### src/rtl/conv_seq.sv
module conv_seq #(
  parameter int W      = 24,
  parameter int PERIOD = 40,
  parameter int GUARD  = 4,
  parameter int PWRUP  = 20
) (
  input  logic         clk,
  input  logic         rst_n,
  input  logic [1:0]   mode,
  input  logic         mode_wr,
  input  logic         chan_chg,
  input  logic         data_rd,
  input  logic [W-1:0] res_in,
  input  logic         res_ovr,
  input  logic         res_und,
  output logic         load,
  output logic [W-1:0] result,
  output logic         rdy,
  output logic         err,
  output logic         powered
);

  localparam int CW = $clog2(2*PERIOD + PWRUP + 1);

  typedef enum logic [1:0] {S_OFF, S_WAKE, S_CONV} st_t;

  st_t           st;
  logic [CW-1:0] cnt;
  logic          settle;
  logic          oneshot;

  wire           start = mode_wr | chan_chg;
  wire [CW-1:0]  span  = settle ? CW'(2*PERIOD-1) : CW'(PERIOD-1);
  wire           done  = (st == S_CONV) && (cnt == span);
  wire           guard = (st == S_CONV) && (cnt == span - CW'(GUARD));
  wire           woke  = (st == S_WAKE) && (cnt == CW'(PWRUP-1));
  wire [W-1:0]   clamp = res_ovr ? {W{1'b1}} : (res_und ? {W{1'b0}} : res_in);

  assign powered = (st != S_OFF);

  always_ff @(posedge clk) begin
    if (!rst_n) begin
      st      <= S_CONV;
      cnt     <= '0;
      settle  <= 1'b1;
      oneshot <= 1'b0;
      load    <= 1'b0;
      result  <= '0;
      rdy     <= 1'b1;
      err     <= 1'b0;
    end else begin
      load <= 1'b0;
      if (start) begin
        cnt    <= '0;
        settle <= 1'b1;
        err    <= 1'b0;
        if (mode_wr || data_rd) rdy <= 1'b1;
        case (mode)
          2'b00: begin st <= S_CONV; oneshot <= 1'b0; end
          2'b10: begin st <= S_WAKE; oneshot <= 1'b1; end
          default: begin st <= S_OFF; rdy <= 1'b1; end
        endcase
      end else if (done) begin
        load   <= 1'b1;
        result <= clamp;
        err    <= res_ovr | res_und;
        rdy    <= 1'b0;
        cnt    <= '0;
        settle <= 1'b0;
        if (oneshot) st <= S_OFF;
      end else begin
        if (woke) begin
          st  <= S_CONV;
          cnt <= '0;
        end else if (st != S_OFF) begin
          cnt <= cnt + 1'b1;
        end
        if (guard || data_rd) rdy <= 1'b1;
      end
    end
  end

endmodule

### config.mk
export PLATFORM = sky130hd
export DESIGN_NAME = conv_seq
export DESIGN_NICKNAME = d
export VERILOG_FILES = /design/src/rtl/conv_seq.sv
export SDC_FILE = /design/constraint.sdc
export NUM_CORES = 1
export LEC_CHECK = 0
export ABC_AREA = 1
export BUFFER_PORTS_ARGS = -buffer_cell sky130_fd_sc_hd__buf_2
export CAP_MARGIN = 15
export CORE_ASPECT_RATIO = 0.9
export CORE_MARGIN = 10
export CORE_UTILIZATION = 43
export CTS_CLUSTER_DIAMETER = 120
export DETAILED_ROUTE_END_ITERATION = 6
export PLACE_DENSITY = 0.81
export SLEW_MARGIN = 25
export SYNTH_ARGS = -nofsm -noshare
export SYNTH_HDL_FRONTEND = slang
export SYNTH_SLANG_ARGS = --single-unit
### constraint.sdc
create_clock -name clk -period 1.55 [get_ports clk]
set_clock_uncertainty 0.1 [all_clocks]
set_input_delay 0.155 -clock clk [delete_from_list [all_inputs] [get_ports clk]]
set_output_delay 0.155 -clock clk [all_outputs]
set_load 0.02 [all_outputs]
==> impl_summary.txt, run 1 <==
----------------------------------------------------
[Final layout]
  Total non-filler cell area in the finished layout ... 2400 µm²
  Area added between synthesis and finish ... 46.5%
  Area of the multi-input gates ... 870 µm²
  Final nets ... 331
  Sequential cell area ... 778 µm²
  Filler instances ... 313
  Antenna diode instance count ... 0
  Layout Utilization ... 64.8%
  Proportion of layout cells with a drive suffix above 1 ... 45.6%

[Logic synthesis]
  Most area-consuming cells after synthesis ... sky130_fd_sc_hd__dfxtp_1, sky130_fd_sc_hd__a21oi_1, sky130_fd_sc_hd__nand2_1
  Share of flip-flops with an asynchronous set or reset after synthesis ... 0%
  Cell taking the most area after synthesis ... sky130_fd_sc_hd__dfxtp_1
  Synthesized flop and latch total ... 38
  Cell count after synthesis ... 215
  Count of flip-flops with a built-in enable after synthesis ... 0
  Most common library cells after synthesis ... sky130_fd_sc_hd__dfxtp_1, sky130_fd_sc_hd__nand2_1, sky130_fd_sc_hd__a21oi_1
  Mapped cell area ... 1640 µm²
  Net count of the mapped netlist ... 249
  Flip-flop cell with the highest count after synthesis ... sky130_fd_sc_hd__dfxtp_1
  Yosys warning total ... 0
  Post-synthesis sequential area ratio ... 46.4%
  Share of the synthesized area in the top cell type ... 46.4%
  Count of cell types in the netlist ... 21
  Mean instance size in the synthesized netlist ... 7.62 µm²

[Timing]
  Final setup violation count ... 22
  Setup repair after global routing missed its margin ... true
  Clock period minus worst slack ... 1.62 ns
  Remaining max-slew budget at the tightest pin ... 82.2%
  Worst setup slack after layout ... -0.0677 ns
  Timing-limited maximum frequency ... 618 MHz
  Number of endpoints with negative hold slack in the final report ... 0
  Slew at the pin closest to its max-slew limit ... 0.264 ns
  Slew Viols, Final ... 0
  Fin crit share ... 104%

[Route]
  Detailed-routing iteration count for the pre-antenna-repair pass ... 4
  Initial detailed-routing violation count ... 126
  Via count ... 1755
  Routed WL per cell ... 15.0 µm
  Number of routed nets with antenna violations ... 0
  Via/cell ratio ... 5.10
  DRC viols ... 0
  Sum of routed wire length over all layers ... 5160 µm

[Floorplanning]
  Ports ... 61
  Total Die Area ... 6680 µm²
  Height of the die ... 78.6 µm
  Initial core utilization ... 44.2%
  Core area ... 3700 µm²
  Number of rows in the core area ... 21
  Die width ... 85.1 µm

[GRT]
  Gr ovfl total ... 0
  Wire length of the first global-routing pass ... 7560 µm
  Pin count of the biggest net entering global routing ... 29
  Number of antenna violations at the first check in global routing ... 0
  Number of global-route vias before repair ... 1749
  Global-route usage over all layers ... 13.3%

[Power]
  Lkg Pwr ... 1.15 nW
  Pwr dens ... 835 nW/µm²
  Peak ir drop on the vdd network ... 625 µV

[Worst setup path]
  Critical path launch point type ... register
  Arrival time worst endpoint ... 1.70 ns
  Crit. End Element ... register
  Startpoint of the most critical register-to-register path ... settle
  Crit Path Max Fanout ... 5
  Type of the worst setup path ... reg -> reg
  Reg-to-reg endpoint ... result[12]
  Worst setup startpoint ... settle
  Required time of the critical path ... 1.63 ns
  Critical Path End ... result[12]
  Worst Reg-to-Reg Cells ... 10
  FF-to-FF setup slack ... -0.07 ns

[Flow run]
  Max cap viols ... 0

[Clocking]
  Clock Tree Root ... sky130_fd_sc_hd__clkbuf_8
  Buffer depth of the longest clock path ... 2
  CTS clk-pin slew, worst paths ... 0.08 ns
  Clock tree from TritonCTS ... built
  Inserted Clock Buffers ... 5
  Skew-Pair Late Insertion Delay ... 0.29 ns
  TritonCTS sink count ... 38
  H-Tree Depth ... 2

[Placed design]
  Number of buffers added on ports ... 60
  DP Wirelength ... 3400 µm
  Dpl cell area ... 2040 µm²
  Final GP Congestion ... 0.899

[Hold path]
  Startpoint of the most critical hold path ... res_in[3]
  Type of the tightest min-delay check ... in -> reg

[Run status]
  Run status ... complete, but fails checks
  Violated checks ... setup timing

----------------------------------------------------
[kinds of logic after synthesis]
group / count (synthesis) / share of synthesized area (%)
flip-flops: 38 / 46.4
AO/OA/AOI/OAI: 58 / 17.9
buffers and inverters: 25 / 7.56
XOR/XNOR: 5 / 2.67
adder cells (fa/ha/maj): 1 / 0.763
AND/OR/NAND/NOR: 88 / 24.7
[metal layers]
metal  global-route usage (%)  vias up  share of wire [%]  wire, µm
met4                     5.43        0                2.0       104
li1                         -      875                  -         -
met2                     20.2       70                 46      2390
met3                     6.81       11                9.4       484
met5                        0        -                  0         0
met1                     15.5      799                 42      2180
[power by group]
part	internal, mW	switching, mW	total, mW
registers	0.980	0.00856	0.988
clock network	0.480	0.354	0.834
logic	0.0858	0.0975	0.183
total	1.55	0.460	2.01
[critical path: stages (launching register included)]
cell and delay, ns:
sky130_fd_sc_hd__dfxtp_4 0.37, sky130_fd_sc_hd__inv_2 0.05, sky130_fd_sc_hd__nand2_2 0.08, sky130_fd_sc_hd__nand3_2 0.11, sky130_fd_sc_hd__nor2_4 0.12, sky130_fd_sc_hd__nand2_4 0.09, sky130_fd_sc_hd__nor2_8 0.12, sky130_fd_sc_hd__inv_4 0.05
sky130_fd_sc_hd__nor2_4 0.17, sky130_fd_sc_hd__clkbuf_16 0.19, sky130_fd_sc_hd__a21oi_2 0.05
[area by class of cell]
class | count | area share, %
clock inverter | 2 | 1.56
timing repair buffer | 84 | 21.7
tap | 46 | 2.40
multi-input combinational | 152 | 36.2
inverter | 16 | 2.71
clock buffer | 6 | 3.02
sequential | 38 | 32.4
[registers in the layout, indices dropped and copies added (netlist names)]
register,count
result,24
cnt,7
st,2
err,1
load,1
oneshot,1
rdy,1
settle,1
[placed cells by master (no fill, tap or decap)]
cell type / n
sky130_fd_sc_hd__nand2_1: 34
sky130_fd_sc_hd__inv_1: 9
sky130_fd_sc_hd__dfxtp_1: 30
sky130_fd_sc_hd__nor2_8: 1
sky130_fd_sc_hd__nor2_4: 4
sky130_fd_sc_hd__a21oi_2: 10
sky130_fd_sc_hd__clkbuf_1: 1
sky130_fd_sc_hd__dlygate4sd3_1: 1
sky130_fd_sc_hd__nor3_2: 3
sky130_fd_sc_hd__nand3_1: 6
sky130_fd_sc_hd__buf_12: 1
sky130_fd_sc_hd__nand3_2: 5
sky130_fd_sc_hd__o21ai_0: 28
sky130_fd_sc_hd__clkinvlp_4: 1
sky130_fd_sc_hd__xor2_1: 5
sky130_fd_sc_hd__clkbuf_16: 1
sky130_fd_sc_hd__bufinv_16: 1
sky130_fd_sc_hd__nor3_1: 1
sky130_fd_sc_hd__inv_2: 5
sky130_fd_sc_hd__dfxtp_4: 3
sky130_fd_sc_hd__ha_4: 1
sky130_fd_sc_hd__nor2_2: 1
sky130_fd_sc_hd__inv_4: 2
sky130_fd_sc_hd__buf_6: 2
sky130_fd_sc_hd__nand2_4: 2
sky130_fd_sc_hd__buf_2: 60
sky130_fd_sc_hd__nand4_1: 3
sky130_fd_sc_hd__a21oi_1: 19
sky130_fd_sc_hd__nand2_2: 4
sky130_fd_sc_hd__nor2_1: 24
sky130_fd_sc_hd__clkbuf_8: 5
sky130_fd_sc_hd__o21bai_1: 1
sky130_fd_sc_hd__buf_4: 19
sky130_fd_sc_hd__dfxtp_2: 5
[worst min path at each step]
stage / slack [ns] / cells past startpoint / end
after CTS: 0.0005 / 3 / result[16]
after floorplan: 0.18 / 2 / err
after global routing: 0.007 / 3 / result[3]
after global placement: 0.31 / 3 / result[10]
after detailed placement: 0.31 / 3 / result[16]
final: 0.008 / 3 / result[3]
[metrics by stage]
| step | setup WS (ns) | total power, mW | hold WS [ns] | setup TNS (ns) | instances |
|---|---|---|---|---|---|
| floorplan | 0.0319 | 1.09 | 0.180 | 0 | 215 |
| global placement | 0.0289 | 1.16 | 0.306 | 0 | 325 |
| detailed placement | -0.0191 | 1.16 | 0.313 | -0.277 | 325 |
| CTS | -0.0162 | 1.99 | 0.000502 | -0.0807 | 334 |
| global route | -0.175 | 2.08 | 0.00728 | -3.36 | 344 |
| finish | -0.0677 | 2.01 | 0.00819 | -1.12 | 344 |
[what timing repair did]
item,in CTS,in global routing
cloned,0,2
resized for setup,5,41
endpoints found under the setup margin,24,36
endpoints found under the hold margin,1,0
buffers inserted,0,8
pin swaps,0,8
hold buffers,1,0
Power figures use the tool's default switching activity.
==> run 2: changes to the inputs <==
--- a/config.mk
+++ b/config.mk
@@ -13,6 +13,7 @@
 export CORE_UTILIZATION = 43
 export CTS_CLUSTER_DIAMETER = 120
 export DETAILED_ROUTE_END_ITERATION = 6
+export MAX_ROUTING_LAYER = met4
 export PLACE_DENSITY = 0.81
 export SLEW_MARGIN = 25
 export SYNTH_ARGS = -nofsm -noshare
==> run 2 against run 1 <==
The run ends with hold timing, setup timing left. Sequential share of layout area decreased by 0.37 points. Register-to-register slack got worse by 0.06 ns. Setup slack got worse by 0.063 ns. Largest power group unchanged.
==> impl_summary.txt, run 2 (same netlist as run 1, synthesis figures left out) <==
----------------------------------------------------
[Floorplanning]
  Number of rows in the core area ... 21 (unchanged)
  Initial core utilization ... 44.2% (unchanged)
  Core area ... 3700 µm² (unchanged)
  Ports ... 61 (unchanged)
  Die width ... 85.1 µm (unchanged)
  Height of the die ... 78.6 µm (unchanged)
  Total Die Area ... 6680 µm² (unchanged)

[Timing]
  Clock period minus worst slack ... 1.68 ns (+0.0625 ns)
  Final setup violation count ... 25 (+14%)
  Setup_tns ... -2.45 ns (-1.32 ns)
  Worst setup slack after layout ... -0.130 ns (-0.0625 ns)
  Setup repair after global routing missed its margin ... true
  Timing-limited maximum frequency ... 595 MHz (-3.7%)
  Slew at the pin closest to its max-slew limit ... 0.325 ns (+0.0611 ns)
  Number of endpoints with negative hold slack in the final report ... 1 (+1)
  Fin crit share ... 108% (+4.0 points)
  Worst Hold Margin ... -0.000391 ns (-0.00859 ns)
  Remaining max-slew budget at the tightest pin ... 78.2% (-4.1 points)
  Slew Viols, Final ... 0 (unchanged)

[Final layout]
  Total non-filler cell area in the finished layout ... 2420 µm² (+0.83%)
  Layout Utilization ... 65.3% (+0.54 points)
  Proportion of layout cells with a drive suffix above 1 ... 43.6% (-2.0 points)
  Register containing the most flip-flops in the final layout ... result
  Final nets ... 331 (unchanged)
  Filler instances ... 292 (-6.7%)
  Most common cell after layout, fill and taps aside ... sky130_fd_sc_hd__buf_2
  Sequential cell area ... 776 µm² (-0.32%)
  Leading cell types in the layout, fill and taps excluded ... sky130_fd_sc_hd__buf_2, sky130_fd_sc_hd__nand2_1, sky130_fd_sc_hd__dfxtp_1
  Area added between synthesis and finish ... 47.7%
  Cell Count, Final, Fillers Out ... 344 (unchanged)
  Area of the multi-input gates ... 855 µm² (-1.7%)
  Top flop regs ... result x24, cnt x7, st x2
  Antenna diode instance count ... 0 (unchanged)
  Number of flip-flops under the largest register name ... 24 (unchanged)

[Worst setup path]
  Slowest cell on the critical path ... sky130_fd_sc_hd__dfxtp_2
  List of cells traversed by the critical path ... inv_1, nand2_1, nand2_1, nand3_2, inv_2, nand2_4, nor2_8, inv_4, nor2_4, clkbuf_16, a21oi_1
  Crit Path Max Fanout ... 10 (+5)
  Startpoint of the most critical register-to-register path ... cnt[5]
  Critical path launch point type ... register
  Worst Path Buf+Inv ... 4 (+1)
  Reg-to-reg endpoint ... result[15]
  Family with the most delay on the worst path ... simple AND/OR/NAND/NOR gates
  Arrival time worst endpoint ... 1.77 ns (+0.07 ns)
  Crit. End Element ... register
  Maximum cell stage delay along the critical path ... 0.34 ns (-0.03 ns)
  Type of the worst setup path ... reg -> reg
  Most frequent cell on the critical path ... sky130_fd_sc_hd__nand2_1
  FF-to-FF setup slack ... -0.13 ns (-0.06 ns)
  Required time of the critical path ... 1.64 ns (about the same)
  Worst Reg-to-Reg Cells ... 11 (+1)

[Clocking]
  H-Tree Depth ... 2 (unchanged)
  Skew-Pair Late Insertion Delay ... 0.29 ns (about the same)
  Buffer depth of the longest clock path ... 2 (unchanged)
  CTS clk-pin slew, worst paths ... 0.08 ns (about the same)
  Clock tree from TritonCTS ... built
  TritonCTS sink count ... 38 (unchanged)
  Inserted Clock Buffers ... 5 (unchanged)
  Clock Tree Root ... sky130_fd_sc_hd__clkbuf_8

[Power]
  Internal power ... 1.54 mW (-0.33%)
  Seq pwr share ... 49.5% (+0.2 points)
  Reported net switching power ... 0.460 mW (-0.15%)
  Peak ir drop on the vdd network ... 621 µV (-0.61%)
  Switching power share of the total ... 23.0% (+0.032 points)
  Total power of the final layout ... 2.00 mW (-0.29%)
  Combinational cell fraction of total power ... 8.8% (-0.3 points)
  Pwr dens ... 826 nW/µm² (-1.1%)
  Lkg Pwr ... 1.15 nW (+0.25%)
  Power share of the clock group ... 41.8% (+0.2 points)

[Hold path]
  Worst Hold Endpoint ... result[16]
  Type of the tightest min-delay check ... in -> reg
  Startpoint of the most critical hold path ... res_in[16]
  Hold Path Stages ... 3 (unchanged)

[Route]
  Sum of routed wire length over all layers ... 5370 µm (+4.0%)
  Via count ... 1787 (+1.8%)
  Number of routed nets with antenna violations ... 0 (unchanged)
  Via/cell ratio ... 5.19 (+1.8%)
  Detailed-routing iteration count for the pre-antenna-repair pass ... 4 (unchanged)
  Initial detailed-routing violation count ... 183 (+45%)
  Routed WL per cell ... 15.6 µm (+4.0%)
  DRC viols ... 0 (unchanged)

[Placed design]
  Final GP Congestion ... 0.914 (+1.7%)
  Number of buffers added on ports ... 60 (unchanged)
  DP Wirelength ... 3400 µm (unchanged)
  Minimum setup slack after placement ... -0.0191 ns (unchanged)
  Dpl cell area ... 2040 µm² (unchanged)
  Placed Cells ... 325 (unchanged)

[GRT]
  Pin count of the biggest net entering global routing ... 29 (unchanged)
  Wire length of the first global-routing pass ... 7560 µm (unchanged)
  Number of global-route vias before repair ... 1750 (+0.057%)
  Global-route usage over all layers ... 13.7% (+0.38 points)
  Gr ovfl total ... 0 (unchanged)
  Number of antenna violations at the first check in global routing ... 0 (unchanged)

[Flow run]
  Max cap viols ... 0 (unchanged)

[Run status]
  Violated checks ... hold timing, setup timing
  Run status ... complete, but fails checks

----------------------------------------------------
run 2: cell count changes in the layout (fill, tap and decap cells not counted), sizes merged:
cell	before	now
buf	82	80
clkbuf	7	9
run 2: metal layers:
metal	track usage, %	wire length [µm]
met1	16.5	2300
met2	20.2	2640
met3	5.06	352
met4	5.43	82
met5	-	0
run 2: tightest hold or removal path: stages:
cell                      delay (ns)
sky130_fd_sc_hd__buf_2          0.09
sky130_fd_sc_hd__nand2_1        0.05
sky130_fd_sc_hd__a21oi_1        0.05
run 2: area by class of cell:
class	count	share of cell area (%)
inverter	16	2.79
clock inverter	2	1.55
sequential	38	32.0
multi-input combinational	152	35.3
tap	46	2.38
clock buffer	6	3.00
timing repair buffer	84	22.9
run 2: power by group through the flow:
stage               clock network, mW  logic (mW)  registers, mW
finish                          0.835       0.175          0.989
CTS                             0.848       0.157          0.989
detailed placement                  0       0.152           1.01
global placement                    0       0.149           1.01
global route                    0.897       0.195          0.990
floorplan                           0      0.0735           1.01
run 2: timing repair:
action,in CTS,in global routing
gates resized for setup,5,37
gates cloned,0,3
pin swaps,0,5
hold buffers,1,0
endpoints found under the setup margin,24,36
endpoints found under the hold margin,1,0
buffers inserted,0,7
run 2: worst max path at each step:
stage / from / endpoint / slack [ns] / cells past startpoint
floorplan: cnt[0] / result[0] / 0.03 / 9
global placement: cnt[3] / result[2] / 0.03 / 10
detailed placement: cnt[3] / result[8] / -0.02 / 10
CTS: st[1] / powered / -0.02 / 5
global route: cnt[6] / result[15] / -0.21 / 11
finish: cnt[5] / result[15] / -0.13 / 11
==> run 3: changes to the inputs <==
--- a/config.mk
+++ b/config.mk
@@ -5,16 +5,15 @@
 export SDC_FILE = /design/constraint.sdc
 export NUM_CORES = 1
 export LEC_CHECK = 0
-export ABC_AREA = 1
 export BUFFER_PORTS_ARGS = -buffer_cell sky130_fd_sc_hd__buf_2
 export CAP_MARGIN = 15
 export CORE_ASPECT_RATIO = 0.9
 export CORE_MARGIN = 10
-export CORE_UTILIZATION = 43
+export CORE_UTILIZATION = 49
 export CTS_CLUSTER_DIAMETER = 120
 export DETAILED_ROUTE_END_ITERATION = 6
 export MAX_ROUTING_LAYER = met4
-export PLACE_DENSITY = 0.81
+export PLACE_DENSITY = 0.86
 export SLEW_MARGIN = 25
 export SYNTH_ARGS = -nofsm -noshare
 export SYNTH_HDL_FRONTEND = slang
==> constraint.sdc (replaced) <==
create_clock -name clk -period 1.59 [get_ports clk]
set_clock_uncertainty 0.1 [all_clocks]
set_input_delay 0.159 -clock clk [delete_from_list [all_inputs] [get_ports clk]]
set_output_delay 0.159 -clock clk [all_outputs]
set_load 0.02 [all_outputs]
==> run 3 against run 2 <==
The run ends with setup timing left. Die area down 6.8%. Setup slack worse by 0.25 ns. Critical path depth down 5. First-iteration DRC count down 32%. Maximum frequency down 15%. Via count down 1.8%. Sequential share of layout area down 0.16 points. Critical endpoint is now result[2]. Largest power group unchanged. Highest routed layer unchanged.
==> impl_summary.txt, run 3 <==
----------------------------------------------------
[Run status]
  Run status ... complete, but fails checks
  Violated checks ... setup timing

[Final layout]
  Area added between synthesis and finish ... 40.4%
  Total non-filler cell area in the finished layout ... 2390 µm² (-1.3%)
  Proportion of layout cells with a drive suffix above 1 ... 39.7% (-3.9 points)
  Most common cell after layout, fill and taps aside ... sky130_fd_sc_hd__buf_2
  Number of flip-flops under the largest register name ... 24 (unchanged)
  Final nets ... 297 (-10%)
  Register containing the most flip-flops in the final layout ... result
  Top flop regs ... result x24, cnt x7, st x2
  Area of the multi-input gates ... 867 µm² (+1.5%)
  Leading cell types in the layout, fill and taps excluded ... sky130_fd_sc_hd__buf_2, sky130_fd_sc_hd__dfxtp_1, sky130_fd_sc_hd__nand2_1
  Antenna diode instance count ... 0 (unchanged)
  Sequential cell area ... 762 µm² (-1.8%)
  Filler instances ... 257 (-12%)
  Layout Utilization ... 71.3% (+5.9 points)

[Power]
  Combinational cell fraction of total power ... 9.3% (+0.5 points)
  Switching power share of the total ... 23.9% (+0.94 points)
  Reported net switching power ... 0.428 mW (-7.0%)
  Pwr dens ... 748 nW/µm² (-9.4%)
  Power share of the clock group ... 37.0% (-4.8 points)
  Lkg Pwr ... 1.32 nW (+14%)
  Seq pwr share ... 53.7% (+4.2 points)
  Internal power ... 1.36 mW (-12%)
  Peak ir drop on the vdd network ... 543 µV (-12%)

[Logic synthesis]
  Mapped cell area ... 1700 µm² (+3.8%)
  Largest family of logic cells by synthesized area ... compound AO/OA/AOI/OAI gates
  Multiplexer fraction of the synthesized cell area ... 0% (unchanged)
  Cell taking the most area after synthesis ... sky130_fd_sc_hd__dfxtp_1
  Net count of the mapped netlist ... 217 (-13%)
  Count of cell types in the netlist ... 34 (+62%)
  Cell count after synthesis ... 183 (-15%)
  Most area-consuming cells after synthesis ... sky130_fd_sc_hd__dfxtp_1, sky130_fd_sc_hd__o211a_1, sky130_fd_sc_hd__a21oi_1
  Synthesized flop and latch total ... 38 (unchanged)
  Share of flip-flops with an asynchronous set or reset after synthesis ... 0% (unchanged)
  Fraction of the mapped netlist area in adder cells ... 0.735% (-0.028 points)
  Flip-flop cell with the highest count after synthesis ... sky130_fd_sc_hd__dfxtp_1
  Area fraction in compound gates after synthesis ... 27.6% (+9.8 points)
  Post-synthesis sequential area ratio ... 44.7% (-1.7 points)
  Xor-xnor portion of the synthesized cell area ... 3.09% (+0.42 points)
  Count of flip-flops with a built-in enable after synthesis ... 0 (unchanged)
  Yosys warning total ... 0 (unchanged)
  Mean instance size in the synthesized netlist ... 9.30 µm² (+22%)
  Most common library cells after synthesis ... sky130_fd_sc_hd__dfxtp_1, sky130_fd_sc_hd__nand2_1, sky130_fd_sc_hd__a21oi_1
  Share of the synthesized area in the top cell type ... 44.7% (-1.7 points)
  Synth Area in Simple Gates ... 16.8% (-7.9 points)
  Leading cell type by number of instances after synthesis ... sky130_fd_sc_hd__dfxtp_1

[Hold path]
  Hold Path Stages ... 3 (unchanged)
  Startpoint of the most critical hold path ... data_rd
  Type of the tightest min-delay check ... in -> reg
  Worst Hold Endpoint ... rdy

[Route]
  Detailed-routing iteration count for the pre-antenna-repair pass ... 4 (unchanged)
  DRC viols ... 0 (unchanged)
  Via/cell ratio ... 5.73 (+10%)
  Via count ... 1754 (-1.8%)
  Number of routed nets with antenna violations ... 0 (unchanged)
  Routed WL per cell ... 19.4 µm (+24%)
  Sum of routed wire length over all layers ... 5920 µm (+10%)
  Initial detailed-routing violation count ... 124 (-32%)

[Timing]
  Worst setup slack after layout ... -0.382 ns (-0.251 ns)
  Clock period minus worst slack ... 1.97 ns (+0.291 ns)
  Number of endpoints with negative hold slack in the final report ... 0 (-1)
  Setup repair after global routing missed its margin ... true
  Worst Hold Margin ... 0.0236 ns (+0.0240 ns)
  Slew at the pin closest to its max-slew limit ... 0.723 ns (+0.398 ns)
  Timing-limited maximum frequency ... 507 MHz (-15%)
  Final setup violation count ... 37 (+48%)
  Remaining max-slew budget at the tightest pin ... 51.8% (-26 points)
  Slew Viols, Final ... 0 (unchanged)
  Fin crit share ... 124% (+16 points)

[GRT]
  Gr ovfl total ... 0 (unchanged)
  Number of global-route vias before repair ... 1872 (+7.0%)
  Number of antenna violations at the first check in global routing ... 0 (unchanged)
  Wire length of the first global-routing pass ... 8770 µm (+16%)
  Global-route usage over all layers ... 18.2% (+4.5 points)
  Pin count of the biggest net entering global routing ... 26 (-10%)

[Floorplanning]
  Die width ... 82.1 µm (-3.5%)
  Core area ... 3350 µm² (-9.5%)
  Ports ... 61 (unchanged)
  Number of rows in the core area ... 20 (-4.8%)
  Initial core utilization ... 50.7% (+6.5 points)
  Total Die Area ... 6230 µm² (-6.8%)
  Height of the die ... 75.9 µm (-3.4%)

[Clocking]
  CTS clk-pin slew, worst paths ... 0.07 ns (about the same)
  Clock tree from TritonCTS ... built
  Buffer depth of the longest clock path ... 2 (unchanged)
  H-Tree Depth ... 2 (unchanged)
  Skew-Pair Late Insertion Delay ... 0.29 ns (about the same)
  TritonCTS sink count ... 38 (unchanged)
  Clock Tree Root ... sky130_fd_sc_hd__clkbuf_8
  Inserted Clock Buffers ... 5 (unchanged)

[Worst setup path]
  Worst Reg-to-Reg Cells ... 6 (-5)
  Crit Path Max Fanout ... 6 (-4)
  Arrival time worst endpoint ... 2.11 ns (+0.34 ns)
  FF-to-FF setup slack ... -0.38 ns (-0.25 ns)
  Crit. End Element ... register
  Startpoint of the most critical register-to-register path ... settle
  Reg-to-reg endpoint ... result[2]
  Type of the worst setup path ... reg -> reg
  Required time of the critical path ... 1.72 ns (+0.08 ns)
  Critical path launch point type ... register

[Placed design]
  DP Wirelength ... 3320 µm (-2.3%)
  Dpl cell area ... 2110 µm² (+3.3%)
  Final GP Congestion ... 0.856 (-6.4%)
  Minimum setup slack after placement ... -0.332 ns (-0.313 ns)
  Number of buffers added on ports ... 60 (unchanged)

[Flow run]
  Max cap viols ... 0 (unchanged)

----------------------------------------------------
run 3: cell count changes after synthesis, moves of 2 or more:
| cell | before | now |
|---|---|---|
| sky130_fd_sc_hd__nor2_4 | 2 | 0 |
| sky130_fd_sc_hd__o211a_1 | 0 | 24 |
| sky130_fd_sc_hd__inv_1 | 13 | 3 |
| sky130_fd_sc_hd__o21ai_0 | 28 | 3 |
| sky130_fd_sc_hd__a21oi_1 | 29 | 26 |
| sky130_fd_sc_hd__nor2_1 | 26 | 11 |
| sky130_fd_sc_hd__xnor2_1 | 0 | 3 |
| sky130_fd_sc_hd__nand3_1 | 10 | 2 |
| sky130_fd_sc_hd__inv_2 | 3 | 0 |
| sky130_fd_sc_hd__nand2_1 | 38 | 33 |
| sky130_fd_sc_hd__nor4b_1 | 0 | 2 |
| sky130_fd_sc_hd__nor2b_1 | 0 | 2 |
| sky130_fd_sc_hd__xor2_1 | 5 | 3 |
run 3: layout make-up:
| cell class | instances | share of cell area [%] |
|---|---|---|
| clock buffers | 6 | 3.46 |
| well taps | 44 | 2.30 |
| inverters | 3 | 0.471 |
| multi-input cells | 129 | 36.3 |
| repair buffers | 86 | 25.6 |
| flip-flops and latches | 38 | 31.9 |
run 3: power groups by stage:
stage	clock, mW	sequential (mW)	combinational, mW
final	0.662	0.961	0.166
after global placement	0	0.981	0.146
after CTS	0.654	0.960	0.154
after detailed placement	0	0.982	0.149
after global routing	0.692	0.960	0.181
after floorplan	0	0.983	0.0786
run 3: stage by stage:
| step | instances | power [mW] | TNS (ns) |
|---|---|---|---|
| after floorplan | 183 | 1.06 | -8.69 |
| after global placement | 293 | 1.13 | -9.22 |
| after detailed placement | 293 | 1.13 | -10.91 |
| after CTS | 304 | 1.77 | -10.29 |
| after global routing | 306 | 1.83 | -13.57 |
| final | 306 | 1.79 | -11.99 |
run 3: layer usage:
metal  vias up  wire [µm]  part of all wire, %  global-route usage [%]
met1       827       2310                   39                    19.5
met5         -          0                    0                       -
met2        94       2910                   49                    29.5
met4         0        265                  4.5                    7.65
li1        810          -                    -                       -
met3        23        441                  7.4                    6.37
run 3: logic make-up (layout without fill, tap and decap cells):
kind of cell	after synthesis	count (layout)
fa+ha+maj	1	1
simple gates	61	61
xor+xnor	6	6
buf+inv	16	95
compound gates	61	61
flops	38	38
run 3: what timing repair did:
item | 4_1_cts | 5_1_grt
gates cloned | 3 | 2
pin swaps | 1 | 1
setup endpoints to repair | 37 | 38
resized for setup | 9 | 6
setup buffers | 2 | 0
hold buffers | 0 | 0
hold endpoints to repair | 0 | 0
run 3: worst max-delay path by stage:
stage | endpoint | slack, ns | start
after floorplan | result[18] | -0.32 | cnt[3]
after global placement | result[8] | -0.27 | settle
after detailed placement | result[13] | -0.33 | settle
after CTS | result[15] | -0.33 | settle
after global routing | result[1] | -0.42 | settle
final | result[2] | -0.38 | settle
run 3: critical path, cell delays in order, from the launching register on:
cell	delay, ns
sky130_fd_sc_hd__dfxtp_1	0.32
sky130_fd_sc_hd__or4b_4	0.56
sky130_fd_sc_hd__a2111oi_4	0.32
sky130_fd_sc_hd__buf_6	0.20
sky130_fd_sc_hd__buf_12	0.14
sky130_fd_sc_hd__clkbuf_16	0.15
sky130_fd_sc_hd__o211a_1	0.12
